File: src/rtl/eep_pkg.sv
package eep_pkg;
  typedef enum logic [1:0] {
    PWR_RUN  = 2'd0,
    PWR_WAIT = 2'd1,
    PWR_HALT = 2'd2
  } pwr_e;

  localparam int unsigned CTL_LAT_BIT = 0;
  localparam int unsigned CTL_PGM_BIT = 1;
  localparam int unsigned CTL_BSY_BIT = 2;
  localparam int unsigned CTL_SUS_BIT = 3;
endpackage

File: src/rtl/eep_row_latch.sv
module eep_row_latch #(
  parameter int unsigned ROW_BYTES = 32,
  parameter int unsigned DATA_W    = 8,
  parameter int unsigned ROW_W     = 3,
  parameter int unsigned COL_W     = 5
) (
  input  logic                             clk_i,
  input  logic                             rst_ni,
  input  logic                             clr_i,
  input  logic                             wr_i,
  input  logic [ROW_W-1:0]                 row_i,
  input  logic [COL_W-1:0]                 col_i,
  input  logic [DATA_W-1:0]                data_i,
  output logic [ROW_BYTES-1:0]             mask_o,
  output logic [ROW_BYTES-1:0][DATA_W-1:0] data_o,
  output logic [ROW_W-1:0]                 row_o,
  output logic                             locked_o
);
  logic             locked_q;
  logic [ROW_W-1:0] row_q;
  logic             accept;

  // first write locks the row, others must match it
  assign accept = wr_i && (!locked_q || (row_i == row_q));

  always_ff @(posedge clk_i or negedge rst_ni) begin
    if (!rst_ni) begin
      locked_q <= 1'b0;
      row_q    <= '0;
    end else if (clr_i) begin
      locked_q <= 1'b0;
    end else if (accept && !locked_q) begin
      locked_q <= 1'b1;
      row_q    <= row_i;
    end
  end

  for (genvar b = 0; b < ROW_BYTES; b++) begin : g_byte
    logic              hit;
    logic              vld_q;
    logic [DATA_W-1:0] dat_q;

    assign hit = accept && (col_i == COL_W'(b));

    always_ff @(posedge clk_i or negedge rst_ni) begin
      if (!rst_ni) begin
        vld_q <= 1'b0;
        dat_q <= '0;
      end else if (clr_i) begin
        vld_q <= 1'b0;
      end else if (hit) begin
        vld_q <= 1'b1;
        dat_q <= data_i;
      end
    end

    assign mask_o[b] = vld_q;
    assign data_o[b] = dat_q;
  end

  assign row_o    = row_q;
  assign locked_o = locked_q;
endmodule

File: src/rtl/eep_prog_timer.sv
module eep_prog_timer #(
  parameter int unsigned CYCLES = 1000
) (
  input  logic clk_i,
  input  logic rst_ni,
  input  logic start_i,
  input  logic abort_i,
  output logic busy_o,
  output logic done_o
);
  localparam int unsigned CNT_W = (CYCLES > 2) ? $clog2(CYCLES) : 1;
  localparam logic [CNT_W-1:0] LAST = CNT_W'(CYCLES - 1);

  logic             busy_q;
  logic [CNT_W-1:0] cnt_q;

  assign done_o = busy_q && (cnt_q == '0);

  always_ff @(posedge clk_i or negedge rst_ni) begin
    if (!rst_ni) begin
      busy_q <= 1'b0;
      cnt_q  <= '0;
    end else if (abort_i || done_o) begin
      busy_q <= 1'b0;
      cnt_q  <= '0;
    end else if (start_i && !busy_q) begin
      busy_q <= 1'b1;
      cnt_q  <= LAST;
    end else if (busy_q) begin
      cnt_q  <= cnt_q - 1'b1;
    end
  end

  assign busy_o = busy_q;
endmodule

File: src/rtl/eep_pwr_ctl.sv
module eep_pwr_ctl
  import eep_pkg::*;
(
  input  logic clk_i,
  input  logic rst_ni,
  input  logic wait_req_i,
  input  logic halt_req_i,
  input  logic busy_i,
  output pwr_e state_o,
  output logic abort_o
);
  pwr_e state_q, state_d;

  always_comb begin
    state_d = state_q;
    unique case (state_q)
      PWR_RUN: begin
        if (halt_req_i)                 state_d = PWR_HALT;
        else if (wait_req_i && !busy_i) state_d = PWR_WAIT;
      end
      PWR_WAIT: begin
        if (halt_req_i)       state_d = PWR_HALT;
        else if (!wait_req_i) state_d = PWR_RUN;
      end
      PWR_HALT: begin
        if (!halt_req_i) state_d = PWR_RUN;
      end
      default: state_d = PWR_RUN;
    endcase
  end

  always_ff @(posedge clk_i or negedge rst_ni) begin
    if (!rst_ni) state_q <= PWR_RUN;
    else         state_q <= state_d;
  end

  // halt cuts a running cycle short
  assign abort_o = halt_req_i && busy_i && (state_q != PWR_HALT);
  assign state_o = state_q;
endmodule

File: src/rtl/rowlatch_eeprom_ctrl.sv
module rowlatch_eeprom_ctrl
  import eep_pkg::*;
#(
  parameter int unsigned ROW_BYTES   = 32,
  parameter int unsigned NUM_ROWS    = 8,
  parameter int unsigned DATA_W      = 8,
  parameter int unsigned PROG_CYCLES = 1000,
  localparam int unsigned COL_W      = $clog2(ROW_BYTES),
  localparam int unsigned ROW_W      = $clog2(NUM_ROWS),
  localparam int unsigned ADDR_W     = ROW_W + COL_W
) (
  input  logic              clk_i,
  input  logic              rst_ni,
  input  logic              mem_req_i,
  input  logic              reg_req_i,
  input  logic              we_i,
  input  logic [ADDR_W-1:0] addr_i,
  input  logic [DATA_W-1:0] wdata_i,
  output logic [DATA_W-1:0] rdata_o,
  output logic              rdata_oe_o,
  input  logic              wait_req_i,
  input  logic              halt_req_i,
  output logic              wait_ack_o,
  output logic              halt_ack_o,
  output logic              busy_o,
  output logic              suspect_o,
  output logic [ROW_W-1:0]  suspect_row_o
);
  logic [DATA_W-1:0] mem_q [NUM_ROWS][ROW_BYTES];

  logic             lat_q, pgm_q, sus_q;
  logic [ROW_W-1:0] sus_row_q;
  logic             bus_ok, reg_wr, reg_rd, mem_wr, mem_rd;
  logic             lat_set, prog_start, busy, tdone, commit, abort;
  logic [ROW_W-1:0] a_row;
  logic [COL_W-1:0] a_col;
  pwr_e             pstate;

  logic [ROW_BYTES-1:0]             l_mask;
  logic [ROW_BYTES-1:0][DATA_W-1:0] l_data;
  logic [ROW_W-1:0]                 l_row;
  logic                             l_locked;
  logic [DATA_W-1:0]                ctl_val;

  assign a_row = addr_i[ADDR_W-1:COL_W];
  assign a_col = addr_i[COL_W-1:0];

  assign bus_ok = (pstate == PWR_RUN) && !halt_req_i;
  assign reg_wr = bus_ok && reg_req_i && we_i;
  assign reg_rd = bus_ok && reg_req_i && !we_i;
  assign mem_wr = bus_ok && !reg_req_i && mem_req_i && we_i && lat_q && !busy;
  assign mem_rd = bus_ok && !reg_req_i && mem_req_i && !we_i && !lat_q;

  assign lat_set    = reg_wr && !busy && !lat_q && wdata_i[CTL_LAT_BIT];
  assign prog_start = reg_wr && !busy && lat_q &&
                      wdata_i[CTL_LAT_BIT] && wdata_i[CTL_PGM_BIT];
  assign commit     = tdone && !abort;

  eep_pwr_ctl u_pwr (
    .clk_i      (clk_i),
    .rst_ni     (rst_ni),
    .wait_req_i (wait_req_i),
    .halt_req_i (halt_req_i),
    .busy_i     (busy),
    .state_o    (pstate),
    .abort_o    (abort)
  );

  eep_prog_timer #(.CYCLES(PROG_CYCLES)) u_tmr (
    .clk_i   (clk_i),
    .rst_ni  (rst_ni),
    .start_i (prog_start),
    .abort_i (abort),
    .busy_o  (busy),
    .done_o  (tdone)
  );

  eep_row_latch #(
    .ROW_BYTES (ROW_BYTES),
    .DATA_W    (DATA_W),
    .ROW_W     (ROW_W),
    .COL_W     (COL_W)
  ) u_lat (
    .clk_i    (clk_i),
    .rst_ni   (rst_ni),
    .clr_i    (lat_set),
    .wr_i     (mem_wr),
    .row_i    (a_row),
    .col_i    (a_col),
    .data_i   (wdata_i),
    .mask_o   (l_mask),
    .data_o   (l_data),
    .row_o    (l_row),
    .locked_o (l_locked)
  );

  always_ff @(posedge clk_i or negedge rst_ni) begin
    if (!rst_ni) begin
      lat_q <= 1'b0;
      pgm_q <= 1'b0;
    end else if (abort || commit) begin
      lat_q <= 1'b0;
      pgm_q <= 1'b0;
    end else if (reg_wr && !busy) begin
      lat_q <= wdata_i[CTL_LAT_BIT];
      pgm_q <= prog_start;
    end
  end

  always_ff @(posedge clk_i or negedge rst_ni) begin
    if (!rst_ni) begin
      sus_q     <= 1'b0;
      sus_row_q <= '0;
    end else if (abort) begin
      sus_q     <= 1'b1;
      sus_row_q <= l_row;
    end else if (commit) begin
      sus_q     <= 1'b0;
    end
  end

  // nonvolatile model: no reset on the array
  always_ff @(posedge clk_i) begin
    if (commit && l_locked) begin
      for (int b = 0; b < ROW_BYTES; b++) begin
        if (l_mask[b]) mem_q[l_row][b] <= l_data[b];
      end
    end
  end

  always_comb begin
    ctl_val              = '0;
    ctl_val[CTL_LAT_BIT] = lat_q;
    ctl_val[CTL_PGM_BIT] = pgm_q;
    ctl_val[CTL_BSY_BIT] = busy;
    ctl_val[CTL_SUS_BIT] = sus_q;
  end

  always_ff @(posedge clk_i or negedge rst_ni) begin
    if (!rst_ni) begin
      rdata_o    <= '0;
      rdata_oe_o <= 1'b0;
    end else if (reg_rd) begin
      rdata_o    <= ctl_val;
      rdata_oe_o <= 1'b1;
    end else if (mem_rd) begin
      rdata_o    <= mem_q[a_row][a_col];
      rdata_oe_o <= 1'b1;
    end else begin
      rdata_o    <= '0;
      rdata_oe_o <= 1'b0;
    end
  end

  assign wait_ack_o    = (pstate == PWR_WAIT);
  assign halt_ack_o    = (pstate == PWR_HALT);
  assign busy_o        = busy;
  assign suspect_o     = sus_q;
  assign suspect_row_o = sus_row_q;
endmodule

File: config.mk
export PLATFORM = sky130hd
export DESIGN_NAME = rowlatch_eeprom_ctrl
export DESIGN_NICKNAME = d
export VERILOG_FILES = /design/src/rtl/eep_pkg.sv /design/src/rtl/eep_row_latch.sv /design/src/rtl/eep_prog_timer.sv /design/src/rtl/eep_pwr_ctl.sv /design/src/rtl/rowlatch_eeprom_ctrl.sv
export SDC_FILE = /design/constraint.sdc
export NUM_CORES = 2
export LEC_CHECK = 0
export BUFFER_PORTS_ARGS = -buffer_cell sky130_fd_sc_hd__buf_4
export CAP_MARGIN = 5
export CORE_MARGIN = 2
export CORE_UTILIZATION = 45
export CTS_CLUSTER_SIZE = 24
export DETAILED_ROUTE_END_ITERATION = 16
export PLACE_DENSITY = 0.68
export SETUP_SLACK_MARGIN = 0.1
export SKIP_LAST_GASP = 1
export SLEW_MARGIN = 20
export SYNTH_ARGS = -nofsm -noshare
export SYNTH_HDL_FRONTEND = slang
export SYNTH_HIERARCHICAL = 1
export SYNTH_SLANG_ARGS = --single-unit
File: constraint.sdc
create_clock -name clk_i -period 5.7 [get_ports clk_i]
set_input_delay 0.57 -clock clk_i [delete_from_list [all_inputs] [get_ports clk_i]]
set_output_delay 0.57 -clock clk_i [all_outputs]
set_load 0.02 [all_outputs]
; Yosys cells after proc, flatten, opt, wreduce, memory -nomap -nowiden
; Memory sizes are Yosys's and may differ from the RTL's.
; Cells that the tools add are included.
[totals]
regBits = 320
latch_bits = 0
mem_bits_rw = 2048
romBits = 0
input_bits = 23
out_inout_bits = 16
word_cells = 446
memories = 1
[op_classes]
add_sub_neg = 1
mul = 0
div = 0
order_cmp = 1
n_eq_ne = 38
n_shift = 0
muxes = 186
bitwise_logic = 2
reduce_logical = 142
[memory_table]
columns = name, words, width, read_ports, rd_ports_with_merged_regs, write_ports, line
row1 = mem_q, 8, 256, 1, 0, 1, rowlatch_eeprom_ctrl.sv:29  ; logic [DATA_W-1:0] mem_q [NUM_ROWS][ROW_BYTES];
[op_table]
columns = cell, n
row1 = two-way mux 1 bit, 172
row2 = "equality test 5 bit, second input constant", 16
row3 = nonzero test 2 bit, 36
row4 = AND reduction 2 bit, 33
row5 = logical AND 1 bit, 58
row6 = binary-select mux 8 bit (select 5 bit), 1
row7 = "equality test 5 x 4 -> 1 bit, second input constant", 8
row8 = two-way mux 8 bit, 4
row9 = two-way mux 10 bit, 3
row10 = "equality test 5 x 3 -> 1 bit, second input constant", 4
row11 = "equality test 5 x 2 -> 1 bit, second input constant", 2
row12 = zero test 10 bit, 1
row13 = two-way mux 2 bit, 5
row14 = "subtractor 10 x 1 -> 10 bit, second input constant", 1
row15 = zero test 1 bit, 7
row16 = "greater-or-equal comparator 6 bit, second input constant", 1
row17 = inverter 5 -> 6 bit, 1
row18 = case mux 2 bit (3 select lines), 1
row19 = "equality test 5 x 1 -> 1 bit, second input constant", 1
row20 = zero test 5 bit, 1
row21 = "!= test 2 bit, second input constant", 2
row22 = equality test 3 bit, 1
row23 = logical OR 1 bit, 3
row24 = "!= test 3 x 2 -> 1 bit, second input constant", 1
row25 = 7 further kinds, 7

; Logic depth before layout (Yosys ltp)
[logic_depth]
word_depth = 11
depth_mapped = 13

; Hierarchy
; Netlist, hierarchy kept.
[by_module_without_submodules]
columns = module, n_inst, cells_per_inst, area_each_um2, seq_area_each_um2
row1 = rowlatch_eeprom_ctrl, 1, 3685, 80145.6, 61874.3
row2 = eep_row_latch, 1, 733, 11607.4, 7307.0
row3 = eep_prog_timer, 1, 67, 641.9, 275.3
row4 = eep_pwr_ctl, 1, 8, 88.8, 50.0

; Least setup slack after synthesis
; Ideal clock, no wire load.
[synth_timing]
path_type = input-to-reg
start = in halt_req_i
end = reg u_lat.g_byte[28].dat_q[7]
arrival_time_ps = 3187
required_time_ps = 5575
setup_slack_ps = 2388
path_stages = 9
path_buffers = 2
cell_sequence = nor3_1 > nand3b_1 > nor4bb_1 > inv_1 > o41a_2 > buf_8 > buf_8 > nor4_4 > mux2_2
[synth_between]
elab_chain_cells = 10
[synth_rtl]
columns = element, line
row1 = start: declaration, rowlatch_eeprom_ctrl.sv:22  ; input logic halt_req_i,
row2 = zero test 1 bit, --
row3 = logical AND 1 bit, rowlatch_eeprom_ctrl.sv:48  ; assign bus_ok = (pstate == PWR_RUN) && !halt_req_i;
row4 = logical AND 1 bit (5 in series), rowlatch_eeprom_ctrl.sv:51  ; assign mem_wr = bus_ok && !reg_req_i && mem_req_i && we_i && lat_q && !busy;
row5 = net mem_wr, rowlatch_eeprom_ctrl.sv:33  ; logic bus_ok, reg_wr, reg_rd, mem_wr, mem_rd;
row6 = logical AND 1 bit, eep_row_latch.sv:24  ; assign accept = wr_i && (!locked_q || (row_i == row_q));
row7 = logical AND 1 bit, eep_row_latch.sv:43  ; assign hit = accept && (col_i == COL_W'(b));
row8 = AND reduction 2 bit (no source line), --
row9 = end signal: assignment, eep_row_latch.sv:53  ; dat_q <= data_i;
row10 = end: declaration, eep_row_latch.sv:41  ; logic [DATA_W-1:0] dat_q;
; The timed path passes the listed nets, and every way through them passes these cells.
; A chain may end at the register's enable or synchronous reset.

; Worst setup path after layout
[layout_timing]
start = reg u_pwr.state_q[1], in the netlist u_pwr/state_o[1]
end = reg u_lat.g_byte[2].dat_q[3]
[layout_between]
elab_chain_cells = 10
[layout_rtl]
columns = element, line
row1 = start: declaration, eep_pwr_ctl.sv:12  ; pwr_e state_q, state_d;
row2 = start signal: assignment, eep_pwr_ctl.sv:34  ; else state_q <= state_d;
row3 = zero test 2 bit, rowlatch_eeprom_ctrl.sv:48
row4 = logical AND 1 bit, rowlatch_eeprom_ctrl.sv:48
row5 = logical AND 1 bit (5 in series), rowlatch_eeprom_ctrl.sv:51
row6 = net mem_wr, rowlatch_eeprom_ctrl.sv:33
row7 = logical AND 1 bit, eep_row_latch.sv:24
row8 = logical AND 1 bit, eep_row_latch.sv:43
row9 = AND reduction 2 bit (no source line), --
row10 = end signal: assignment, eep_row_latch.sv:53
row11 = end: declaration, eep_row_latch.sv:41
; The timed path passes the listed nets, and every way through them passes these cells.

==> run summary <==
Port Buffers: 38
Power Dens Cells: 342 nW/um2
Max-cap violations: 0
Static Leak: 38.7 nW
Pins over their slew limit: 0
Slew margin rel.: 19.8%
Vias post-DR: 46.0k
Worst vdd ir: 0.270 mV
Fmax: 0.235 GHz
Number of nets with antenna violations after routing: 0
WHS Path Cells: 2
Post-Syn Nets: 4517
Routed WL: 230000 um
CP Launch Type: register
Last weighted congestion value of the routability-driven placer: 0.821
Bufs and invs on worst path: 3
Nets: 4595
Commonest cells in the netlist: edfxtp_1, mux4_2, dfrtp_1, nor2_1, mux2_2
RSZ-0062 raised after global routing: false
Final hold violations: 0
Resized cells post-CTS: 0
Clock Tree Buf Depth: 3
Global-route wire length before repair: 329000 um
Routed wl met2: 108000 um
Vias in the first global route: 45.6k
Reg area: 69500 um2
Clock buffer count from CTS: 225
Min-delay worst type: in -> reg
TNS Setup: 0 ns
CP Class: reg -> reg
Critical path's top delay family: simple AND/OR/NAND/NOR gates
Syn_area_per_cell: 20.6 um2
Area grow syn2layout: 11.0%
CP most frequent cell: buf_4
TritonCTS clock tree: built
Crit path DAT: 4.99 ns
Area of the multi-input gates: 21200 um2
Root Buffer: clkbuf_16
CP max stage delay: 0.78 ns
Residual DRC count: 0
Global route overflow: 0
Stages on worst setup path: 9
Final cycle utilization of the critical path: 74.7%
Die height: 457 um
Pin count of the biggest net entering global routing: 132
Slowest-stage cell, CP: o41a_4
Reg2Reg Depth: 9
Fill count: 16.1k
GRT Util Overall: 21.9%
Main area contributors after synthesis: edfxtp_1, mux4_2, dfrtp_1
Mapped Cells: 4493
Synthesized flop and latch total: 2368
Dominant cell type by area after synthesis: edfxtp_1
Area share of the largest cell type after synthesis: 66.5%
Syn. warnings: 6
Design Power: 35.1 mW
Most frequent cell after synthesis: edfxtp_1
CTS sink cnt: 2368
Post-layout min period: 4.26 ns
Skew final: 0.0422 ns
Post-synth ARST share: 13.5%
Sequential share of the synthesized area: 75.2%
CP cell instances: nor3_1 -> nand3b_1 -> nor4bb_1 -> buf_4 -> inv_1 -> o41a_4 -> buf_4 -> nor4_4 -> mux2_2
Crit. End Element: register
Met1 wire length: 89100 um
Setup-failing EPs final: 0
Highest routed layer: met5
DRT Pass-1 Iters: 6
Layout cell share with drive strength beyond 1: 27.1%
EDFF count, synth: 2048
Wirelength per Cell: 30.8 um
Status: finished, final reports clean
FP Rows: 166
Hold slack final: 0.0587 ns
Clock latency on the worst-skew pair: 0.87 ns
Ys flop type: edfxtp_1
H-tree levels: 4
Die ar.: 209000 um2
I/O pin count: 39
Crit-path max FO: 21
Die width: 457 um
Reg2Reg Setup Slack: 1.44 ns
Initial antenna violation count: 17
CORE AREA: 204000 um2
Worst slew pin tran: 1.20 ns
Unique masters post-synth: 75
Iteration-0 DRC Markers: 5967
Clk slew on worst S/H paths: 0.06 ns
Starting Density: 45.3%
Worst Path Required: 6.43 ns
Met3 routed WL: 24700 um
Dpl hpwl: 137000 um
Syn Std Cell Area: 92500 um2
Post-DR vias/cell: 6.16
## state kept, by name, summed over array words and instances (netlist names), 2 cells and up
register            count
rdata_o                 8
u_lat/g_byte.vld_q     32
u_lat/g_byte.dat_q    256
mem_q                2048
u_tmr/cnt_q            10
u_lat/row_o             3
u_pwr/state_o           2
suspect_row_o           3
## per-layer routing
layer	track usage [%]	vias up
li1	-	18543
met1	30.8	24442
met2	33.9	2591
met3	4.76	432
met4	7.74	4
met5	0	-
## worst paths after layout
check                                       start                   endpoint
max                              u_pwr/state_o[1]   u_lat/g_byte[2].dat_q[3]
min                                          we_i                 rdata_oe_o
max reg2reg                      u_pwr/state_o[1]   u_lat/g_byte[2].dat_q[3]
min reg2reg                u_lat/g_byte[13].vld_q     u_lat/g_byte[13].vld_q
max in group asynchronous                  rst_ni  u_lat/g_byte[23].dat_q[5]
min in group asynchronous                  rst_ni  u_lat/g_byte[15].dat_q[6]
## cells by family after synthesis
logic type / after synthesis / share of synthesized area, %
AO/OA/AOI/OAI: 330 / 2.54
XOR/XNOR: 3 / 0.0284
adder cells (fa/ha/maj): 1 / 0.0135
buffers and inverters: 317 / 2.00
flip-flops: 2368 / 75.2
multiplexers: 931 / 17.3
AND/OR/NAND/NOR: 543 / 2.92
## cells in the final DEF (no fill, tap or decap), types with 33 or more instances in the layout
cell type / Yosys / routed
nor2_1: 312 / 310
mux2_2: 267 / 267
dfrtp_1: 320 / 320
clkbuf_1: 120 / 82
clkbuf_16: 0 / 226
a21oi_1: 52 / 51
nand2_1: 93 / 90
mux4_2: 510 / 510
buf_4: 54 / 116
o21ai_0: 33 / 33
o22ai_1: 53 / 53
a22oi_1: 34 / 34
clkinv_2: 0 / 33
o221ai_1: 51 / 51
edfxtp_1: 2048 / 2048
mux2i_1: 154 / 154
clkinv_1: 0 / 34
## layout make-up
cell class                 count  share of cell area (%)
inverter                      27                   0.105
multi-input combinational   1808                    20.6
antenna                        7                  0.0171
timing repair buffer         141                    1.30
clock inverter                88                   0.729
clock buffer                 340                    6.24
tap                         2688                    3.28
sequential                  2368                    67.7
## through the flow
stage | std cells | setup slack, ns | util [%] | instance area, um2
floorplan | 4493 | 2.39 | - | 92500
finish | 7467 | 1.44 | 50.2 | 103000
global route | 7460 | 1.44 | 50.2 | 103000
CTS | 7459 | 1.54 | 50.2 | 103000
detailed placement | 7028 | 1.16 | 46.7 | 95500
global placement | 7028 | 1.30 | 46.7 | 95500
## power breakdown
part / internal [mW] / switching (mW)
clock network: 8.08 / 6.34
registers: 18.8 / 0.192
logic: 0.523 / 1.21
## repair_timing
| action | in CTS | in global routing |
|---|---|---|
| setup endpoints to repair | 0 | 0 |
| setup buffers | 0 | 0 |
| hold endpoints to repair | 108 | 0 |
| hold buffers | 3 | 0 |
Note: power is estimated with default switching activity, not from simulation.
